File: src/rtl/qpc_pkg.sv
package qpc_pkg;
    localparam int NBYTES   = 6;
    localparam int BYTE_W   = 8;
    localparam int FLAT_W   = NBYTES * BYTE_W;
    localparam int POS_W    = 43;
    localparam int BIN_W    = 46;
    localparam int POS_LSB  = 2;
    localparam int SHDW_BIT = 45;
    localparam int FLAG_LSB = 46;
    localparam int IDX_W    = $clog2(NBYTES);

    localparam logic [7:0] OP_POS_BASE = 8'h30;
    localparam logic [7:0] OP_BIN_UP   = 8'h3C;
    localparam logic [7:0] OP_BIN_DN   = 8'h3E;

    localparam logic [1:0] FLAG_OK    = 2'b00;
    localparam logic [1:0] FLAG_OVER  = 2'b01;
    localparam logic [1:0] FLAG_UNDER = 2'b10;

    typedef enum logic [1:0] {
        MODE_POS,
        MODE_UP,
        MODE_DN
    } mode_t;
endpackage

File: src/rtl/qpc_decode.sv
module qpc_decode
    import qpc_pkg::*;
(
    input  logic [7:0] op,
    output logic       known,
    output mode_t      mode,
    output logic       new_dir,
    output logic       new_pulse
);
    always_comb begin
        known     = 1'b1;
        mode      = MODE_POS;
        new_dir   = op[1];
        new_pulse = op[0];
        if (op[7:2] == OP_POS_BASE[7:2]) begin
            mode = MODE_POS;
        end else if (op == OP_BIN_UP) begin
            mode = MODE_UP;
        end else if (op == OP_BIN_DN) begin
            mode = MODE_DN;
        end else begin
            known = 1'b0;
        end
    end
endmodule

File: src/rtl/qpc_step.sv
module qpc_step
    import qpc_pkg::*;
(
    input  mode_t             mode,
    input  logic              new_dir,
    input  logic              new_pulse,
    input  logic [FLAT_W-1:0] rd_flat,
    output logic [FLAT_W-1:0] wr_flat,
    output logic              refuse
);
    localparam logic [POS_W-1:0] POS_MAX = {1'b0, {(POS_W-1){1'b1}}};
    localparam logic [POS_W-1:0] POS_MIN = {1'b1, {(POS_W-1){1'b0}}};
    localparam logic [BIN_W-1:0] BIN_MAX = {1'b0, {(BIN_W-1){1'b1}}};
    localparam logic [BIN_W-1:0] BIN_MIN = {1'b1, {(BIN_W-1){1'b0}}};

    logic [1:0]       flags;
    logic [3:0]       pair_move;
    logic             pos_up, pos_dn;
    logic [POS_W-1:0] pcnt;
    logic [BIN_W-1:0] bcnt;

    assign flags     = rd_flat[FLAG_LSB +: 2];
    assign pair_move = {rd_flat[1:0], new_dir, new_pulse};
    assign pcnt      = rd_flat[POS_LSB +: POS_W];
    assign bcnt      = rd_flat[BIN_W-1:0];

    always_comb begin
        pos_up = 1'b0;
        pos_dn = 1'b0;
        unique case (pair_move)
            4'b0100, 4'b1100, 4'b1000, 4'b1101: pos_up = 1'b1;
            4'b1011, 4'b0011, 4'b0111, 4'b0010: pos_dn = 1'b1;
            default: ;
        endcase
    end

    always_comb begin
        wr_flat = rd_flat;
        refuse  = (flags != FLAG_OK);
        if (mode == MODE_POS) begin
            refuse = refuse || (rd_flat[1] != rd_flat[SHDW_BIT]);
            wr_flat[1:0]     = {new_dir, new_pulse};
            wr_flat[SHDW_BIT] = new_dir;
            if (pos_up && pcnt == POS_MAX)
                wr_flat[FLAG_LSB +: 2] = FLAG_OVER;
            else if (pos_dn && pcnt == POS_MIN)
                wr_flat[FLAG_LSB +: 2] = FLAG_UNDER;
            else
                wr_flat[POS_LSB +: POS_W] = pcnt + POS_W'(pos_up) - POS_W'(pos_dn);
        end else if (mode == MODE_UP) begin
            if (bcnt == BIN_MAX) wr_flat[FLAG_LSB +: 2] = FLAG_OVER;
            else                 wr_flat[BIN_W-1:0]     = bcnt + 1'b1;
        end else begin
            if (bcnt == BIN_MIN) wr_flat[FLAG_LSB +: 2] = FLAG_UNDER;
            else                 wr_flat[BIN_W-1:0]     = bcnt - 1'b1;
        end
    end
endmodule

File: src/rtl/qpc_engine.sv
module qpc_engine
    import qpc_pkg::*;
#(
    parameter int                ADDR_W    = 11,
    parameter logic [ADDR_W-1:0] BASE_ADDR = '0
) (
    input  logic              clk,
    input  logic              rst_n,
    input  logic              cmd_valid,
    input  logic [7:0]        cmd_op,
    output logic              busy,
    output logic [1:0]        status,
    output logic [ADDR_W-1:0] mem_addr,
    output logic              mem_we,
    output logic [7:0]        mem_wdata,
    input  logic [7:0]        mem_rdata
);
    localparam logic [IDX_W-1:0] LAST_IDX = IDX_W'(NBYTES - 1);

    typedef enum logic [2:0] {
        S_IDLE,
        S_FETCH,
        S_CALC,
        S_STORE,
        S_FINISH
    } state_t;

    state_t            st, st_nx;
    logic [IDX_W-1:0]  idx;
    logic [FLAT_W-1:0] rd_flat, wr_flat;
    mode_t             mode_q, dec_mode;
    logic              dir_q, pulse_q, dec_dir, dec_pulse, dec_known;
    logic              refuse, rej_q;
    logic [1:0]        status_q;
    logic              accept;

    qpc_decode u_dec (
        .op        (cmd_op),
        .known     (dec_known),
        .mode      (dec_mode),
        .new_dir   (dec_dir),
        .new_pulse (dec_pulse)
    );

    qpc_step u_step (
        .mode      (mode_q),
        .new_dir   (dir_q),
        .new_pulse (pulse_q),
        .rd_flat   (rd_flat),
        .wr_flat   (wr_flat),
        .refuse    (refuse)
    );

    assign accept = (st == S_IDLE) && cmd_valid && dec_known;

    always_ff @(posedge clk or negedge rst_n) begin
        if (!rst_n) st <= S_IDLE;
        else        st <= st_nx;
    end

    always_comb begin
        st_nx = st;
        unique case (st)
            S_IDLE:   if (accept) st_nx = S_FETCH;
            S_FETCH:  if (idx == LAST_IDX) st_nx = S_CALC;
            S_CALC:   st_nx = refuse ? S_FINISH : S_STORE;
            S_STORE:  if (idx == LAST_IDX) st_nx = S_FINISH;
            S_FINISH: st_nx = S_IDLE;
            default:  st_nx = S_IDLE;
        endcase
    end

    always_ff @(posedge clk or negedge rst_n) begin
        if (!rst_n) begin
            idx      <= '0;
            rd_flat  <= '0;
            mode_q   <= MODE_POS;
            dir_q    <= 1'b0;
            pulse_q  <= 1'b0;
            rej_q    <= 1'b0;
            status_q <= 2'b00;
        end else begin
            if (accept) begin
                mode_q   <= dec_mode;
                dir_q    <= dec_dir;
                pulse_q  <= dec_pulse;
                rej_q    <= 1'b0;
                status_q <= 2'b00;
                idx      <= '0;
            end
            if (st == S_FETCH) begin
                rd_flat[int'(idx)*BYTE_W +: BYTE_W] <= mem_rdata;
                idx <= (idx == LAST_IDX) ? '0 : idx + 1'b1;
            end
            if (st == S_STORE)
                idx <= (idx == LAST_IDX) ? '0 : idx + 1'b1;
            if (st == S_CALC)
                rej_q <= refuse;
            if (st == S_FINISH)
                status_q <= rej_q ? 2'b11 : 2'b01;
        end
    end

    always_comb begin
        busy      = (st != S_IDLE);
        status    = status_q;
        mem_addr  = BASE_ADDR + ADDR_W'(idx);
        mem_we    = (st == S_STORE);
        mem_wdata = wr_flat[int'(idx)*BYTE_W +: BYTE_W];
    end

    assert_status_busy_R9: assert property (@(posedge clk) disable iff (!rst_n)
        busy |-> status == 2'b00);
    assert_done_code_R9: assert property (@(posedge clk) disable iff (!rst_n)
        $fell(busy) |-> (status == 2'b01 || status == 2'b11));
    assert_accept_R1: assert property (@(posedge clk) disable iff (!rst_n)
        (cmd_valid && !busy && dec_known) |=> busy);
    assert_no_write_on_refuse_R6: assert property (@(posedge clk) disable iff (!rst_n)
        mem_we |-> !rej_q);
    assert_hold_on_flag_R7: assert property (@(posedge clk) disable iff (!rst_n)
        (st == S_STORE && wr_flat[FLAG_LSB +: 2] != FLAG_OK)
        |-> wr_flat[SHDW_BIT-1:POS_LSB] == rd_flat[SHDW_BIT-1:POS_LSB]);
    assert_flag_never_11_R8: assert property (@(posedge clk) disable iff (!rst_n)
        st == S_STORE |-> wr_flat[FLAG_LSB +: 2] != 2'b11);
endmodule

File: config.mk
export PLATFORM = sky130hd
export DESIGN_NAME = qpc_engine
export DESIGN_NICKNAME = d
export VERILOG_FILES = /design/src/rtl/qpc_pkg.sv /design/src/rtl/qpc_decode.sv /design/src/rtl/qpc_step.sv /design/src/rtl/qpc_engine.sv
export SDC_FILE = /design/constraint.sdc
export NUM_CORES = 1
export LEC_CHECK = 0
export CORE_UTILIZATION = 40
export CTS_CLUSTER_DIAMETER = 40
export DETAILED_ROUTE_END_ITERATION = 7
export GPL_ROUTABILITY_DRIVEN = 0
export HOLD_SLACK_MARGIN = 0.12
export SLEW_MARGIN = 20
export SYNTH_ARGS = -nofsm -noshare
export SYNTH_HDL_FRONTEND = slang
export SYNTH_SLANG_ARGS = --single-unit
export TNS_END_PERCENT = 10
File: constraint.sdc
create_clock -name clk -period 5 [get_ports clk]
set_input_delay 1 -clock clk [delete_from_list [all_inputs] [get_ports clk]]
set_output_delay 1 -clock clk [all_outputs]
set_load 0.05 [all_outputs]
* Word-level counts from Yosys, hierarchy flattened *
Index checks and enable logic that the tools add are counted.

storage, ports and cells
  register bits after elaboration = 61
  input port bits = 19
  output and inout port bits = 23
  word-level logic and storage cells = 91

operators by class
  add/subtract/negate cells = 6
  eq/ne operators = 25
  shifts and indexed selects = 3
  muxes and demuxes = 34
  reductions and logical operators = 15

operators with widths
  kind                                                    count
  2-to-1 mux 48 bit                                       2
  2-to-1 mux 46 bit                                       2
  2-to-1 mux 43 bit                                       2
  bitwise mux 48 bit                                      1
  variable shift 8 x 33 -> 48 bit (first input constant)  1
  variable part select 48 x 7 -> 8 bit                    1
  variable part select 8 x 33 -> 48 bit                   1
  adder 46 x 1 -> 46 bit (second input constant)          1
  == test 46 x 45 -> 1 bit (second input constant)        1
  == test 46 bit (second input constant)                  1
  subtractor 46 x 1 -> 46 bit (second input constant)     1
  adder 43 x 1 -> 43 bit                                  1
  == test 43 x 42 -> 1 bit (second input constant)        1
  == test 43 bit (second input constant)                  1
  subtractor 43 x 1 -> 43 bit                             1
  negator 6 -> 33 bit                                     1
  2-to-1 mux 3 bit                                        8
  2-to-1 mux 2 bit                                        10
  == test 4 bit (second input constant)                   4
  == test 8 x 6 -> 1 bit (second input constant)          2
  one-hot mux 3 bit (4 select lines)                      1
  == test 4 x 2 -> 1 bit (second input constant)          2
  == test 4 x 3 -> 1 bit (second input constant)          2
  2-to-1 mux 1 bit                                        8
  other kinds (17)                                        27

* Depth between registers and ports, before layout *
  depth after elaboration = 9
  mapped depth = 21
  gate-level depth less buffers = 20

* By module *
From an unflattened synthesis, not the netlist that was laid out.

unflattened totals
  cell total of the unflattened synthesis = 1226
  area total of the unflattened synthesis = 9560.4 µm²

modules (own cells, without submodules)
  module      instances  cells an instance  area each (µm²)
  qpc_step    1          942                6224.7
  qpc_engine  1          275                3260.6
  qpc_decode  1          9                  75.1

* Least setup slack after synthesis *
OpenSTA, ideal clock, no wires.

  kind = reg-to-output
  from = reg rd_flat[1]
  to = out mem_wdata[4]
  arrival time = 4.878 ns
  slack = -0.878 ns
  cell stages (with the launch flop) = 22
  path through = dfrtp_1 -> buf_2 -> inv_1 -> ha_1 -> o21a_1 -> o21ai_0 -> inv_1 -> ha_1 -> inv_1 -> ha_1 -> inv_1 -> fa_1 -> nor3_2 -> o31ai_1 -> a211oi_2 -> a31oi_2 -> o2111a_1 -> o31ai_4 -> a31oi_1 -> o31ai_1 -> xor2_1 -> o2111ai_1

between the ends
  word-level cells in the longest chain between the ends = 9

ends and longest elaborated chain
  what                                                            line               RTL
  from (decl)                                                     qpc_engine.sv:30   logic [FLAT_W-1:0] rd_flat, wr_flat;
  from (signal, indexed assignment)                               qpc_engine.sv:92   rd_flat[int'(idx)*BYTE_W +: BYTE_W] <= mem_rdata;
  == test 4 x 3 -> 1 bit / == test 4 bit (equally long branches)  qpc_step.sv:30     unique case (pair_move)
  OR reduction 4 bit                                              qpc_step.sv:30
  2-to-1 mux 1 bit                                                qpc_step.sv:30
  adder 43 x 1 -> 43 bit                                          qpc_step.sv:49     wr_flat[POS_LSB +: POS_W] = pcnt + POS_W'(pos_up) - POS_W'(pos_dn);
  subtractor 43 x 1 -> 43 bit                                     qpc_step.sv:49
  2-to-1 mux 43 bit                                               qpc_step.sv:46     else if (pos_dn && pcnt == POS_MIN)
  2-to-1 mux 43 bit                                               qpc_step.sv:44     if (pos_up && pcnt == POS_MAX)
  2-to-1 mux 48 bit (*)                                           qpc_step.sv:40     if (mode == MODE_POS) begin
  variable part select 48 x 7 -> 8 bit (*)                        qpc_engine.sv:109  mem_wdata = wr_flat[int'(idx)*BYTE_W +: BYTE_W];
  to (decl)                                                       qpc_engine.sv:15   output logic [7:0] mem_wdata,

Mark *: on every way between the ends. The rest lies on a longest branch, timed or not.

* Final worst setup path *
  from = reg rd_flat[1]
  to = out mem_wdata[6]

Same word-level chain as after synthesis.

==> metrics.txt <==
met3 usage 5.330%; WS Path Type flip-flop to primary output; drt pass-1 iters 6; RSZ-0062 raised after global routing yes; Max-slew headroom 32.78%; Cell variety after synth 93; post-synthesis async set-or-reset flop share 100.0%; vias in the first global route 9650; CTS tree done; CP max stage delay 420 ps; number of synthesized flops with an enable pin 0; total vias in the final route 10130; first-pass GRT wire length 56.35 mm; die footprint 23550 µm²; post-synth design cell area 9176 µm²; Finished Cell Area 11070 µm²; final worst clock skew 9.293 ps; FMAX 174.6 MHz; CTS hold repair buffers 0; syn avg cell area 7.724 µm²; Worst EP required 4000 ps; clock sink count 61; Core ar. 22570 µm²; initial drt markers 1092; hold path cells 1; arrival time at the worst endpoint 4730 ps; Max FO, Critical Path 4; gr busiest metal met2; detailed-placement wirelength estimate 29.16 mm; nets@finish 1462; pin count of the biggest net entering global routing 39; Hold Path Sink status[0]; Synth area leader ha_1; GR Util All Layers 31.22%; synth top area cells ha_1, dfrtp_1, a21oi_1, nand2_1, o21ai_0; grt total ovfl 0; most common cell after layout, fill and taps aside ha_1; outcome finished, violations left; WL/cell 22.93 µm; Clock Tree Root clkbuf_16; Fin. Hold Viols 0; Chip Height 153.5 µm; actual slew at the worst max-slew pin 1001 ps; R2R setup slack 1550 ps; Worst R2R Path Depth 6; Final setup viols 8; Clock transition at path regs 50 ps; placed inst area 10690 µm²; pre-CTS setup slack -606.1 ps; CP endpoint kind primary output; IO buf count 33; GR Util met1 41.30%; layout cell share with drive strength beyond 1 18.43%; antenna violations before repair 1; Clock Tree Buf Depth 2; antenna cell count 0; Max Cap Violations 0; most frequent cells in the layout ha_1, buf_4, nand2_1; fin. max-slew vios 0; P&R area growth vs syn 20.60%; failing checks setup timing; Initial Util 40.65%; kind of start point of the critical path flip-flop; fin crit share 114.6%; CP cell instances inv_4 > ha_4 > o21a_1 > o21ai_2 > inv_1 > ha_1 > inv_1 > ha_2 > inv_2 > fa_2 > nor3_4 > o311ai_1 > a21oi_2 > o41ai_2 > o311ai_1 > a211o_1 > a31oi_2 > xnor2_1 > nand2_1 > nand4_1 > buf_4 > buf_12; DR DRC count 0; Routed Antenna Nets 0; # IOs 42; FF+latch count, synth 61; Clock Latency Late Sink 340 ps; Syn Inst Count 1188; Reg-to-Reg End rd_flat[19]; reg2reg start idx[0]; drt total wl 36.65 mm; row cnt 55; worst hold path type flip-flop to flip-flop; Yosys top cell area share 18.13%; Die X-Extent 153.5 µm; Synth Flop Type dfrtp_1; Syn. warnings 0; Final min period 5728 ps; met2 Usage GRT 48.90%; fin cells 1598; post-placement cell count 1580; worst setup margin -728.0 ps; CTS H-Tree Depth 3; WHS 479.7 ps; via density per instance 6.339; CTS Buf Count 9; slowest cell on the critical path dfrtp_2; hold path startpoint status[0]; Seq/Total Area, Yosys 16.63%
metrics by stage:
| step | TNS, ps | util, % |
|---|---|---|
| after floorplan | -699.2 | - |
| final | -4741 | 49.03 |
| after detailed placement | -2848 | 47.36 |
| after global placement | -2345 | 47.36 |
| after CTS | -5027 | 48.85 |
| after global routing | -6722 | 49.03 |
how the worst max path moves through the flow:
| stage | start | endpoint | slack, ps | cells after the start |
|---|---|---|---|---|
| 2_1_floorplan | rd_flat[1] | mem_wdata[4] | -240 | 21 |
| 3_3_place_gp | rd_flat[1] | mem_wdata[6] | -530 | 21 |
| 3_5_place_dp | rd_flat[1] | mem_wdata[4] | -610 | 21 |
| 4_1_cts | rd_flat[1] | mem_wdata[4] | -780 | 21 |
| 5_1_grt | rd_flat[1] | mem_wdata[4] | -990 | 21 |
| 6_report | rd_flat[1] | mem_wdata[6] | -730 | 22 |
registers in the layout, indices dropped and copies added, names as in the netlist:
register  flops
st            3
mode_q        2
status        2
idx           3
dir_q         1
rd_flat      48
pulse_q       1
rej_q         1
worst max-delay path: cells and delay by family (launching register included):
family | cells | cell delay (ps)
xor gates and xnor gates | 1 | 110
and+or+nand+nor | 3 | 430
adders and majority gates | 4 | 810
DFF | 1 | 420
AOI/OAI and AO/OA | 8 | 2070
buffers and inverters | 6 | 540
layout make-up:
| cell class | instances | area (µm²) |
|---|---|---|
| Timing Repair Buffer | 159 | 1339 |
| Fill cell | 2200 | 11500 |
| Inverter | 90 | 340.3 |
| Sequential cell | 61 | 1529 |
| Tap cell | 285 | 356.6 |
| Clock buffer | 10 | 229.0 |
| Clock inverter | 5 | 30.03 |
| Multi-Input combinational cell | 988 | 7243 |
kinds of logic (layout without fill, tap and decap cells):
family	Yosys count	count (layout)	share of synthesized area (%)
compound gates	358	358	26.75
other cells	1	8	0.04087
buf+inv	146	264	6.545
flops	61	61	16.63
fa+ha+maj	134	134	18.35
mux	32	32	3.845
xor+xnor	46	46	4.391
simple gates	410	410	23.44
synth_stat cells (all sizes together), types with 6 or more instances:
cell	instances
a211oi	14
a21boi	7
a21o	7
a21oi	93
a31oi	15
a32oi	13
a41oi	6
and3	19
and4	8
buf	19
clkbuf	37
dfrtp	61
ha	133
inv	89
mux2	26
mux2i	6
nand2	96
nand2b	10
nand3	49
nand4	17
nor2	90
nor2b	21
nor3	39
nor4	25
o211ai	7
o21ai	74
o21bai	17
o221ai	9
o22ai	8
o31ai	22
or3	7
xnor2	40
xor2	6
metal layers:
layer,up-vias,share of wire (%)
met1,4820,42
met2,595,44
met4,0,5.1
li1,4600,-
met5,-,0
met3,114,8.7
repair_timing:
item | in CTS | in global routing
buffers inserted | 3 | 0
pin swaps | 16 | 8
resized for setup | 11 | 7
setup endpoints to repair | 8 | 8
Power is not shown: default switching activity piles up to over one toggle a cycle in this logic, so the estimate is an artifact.
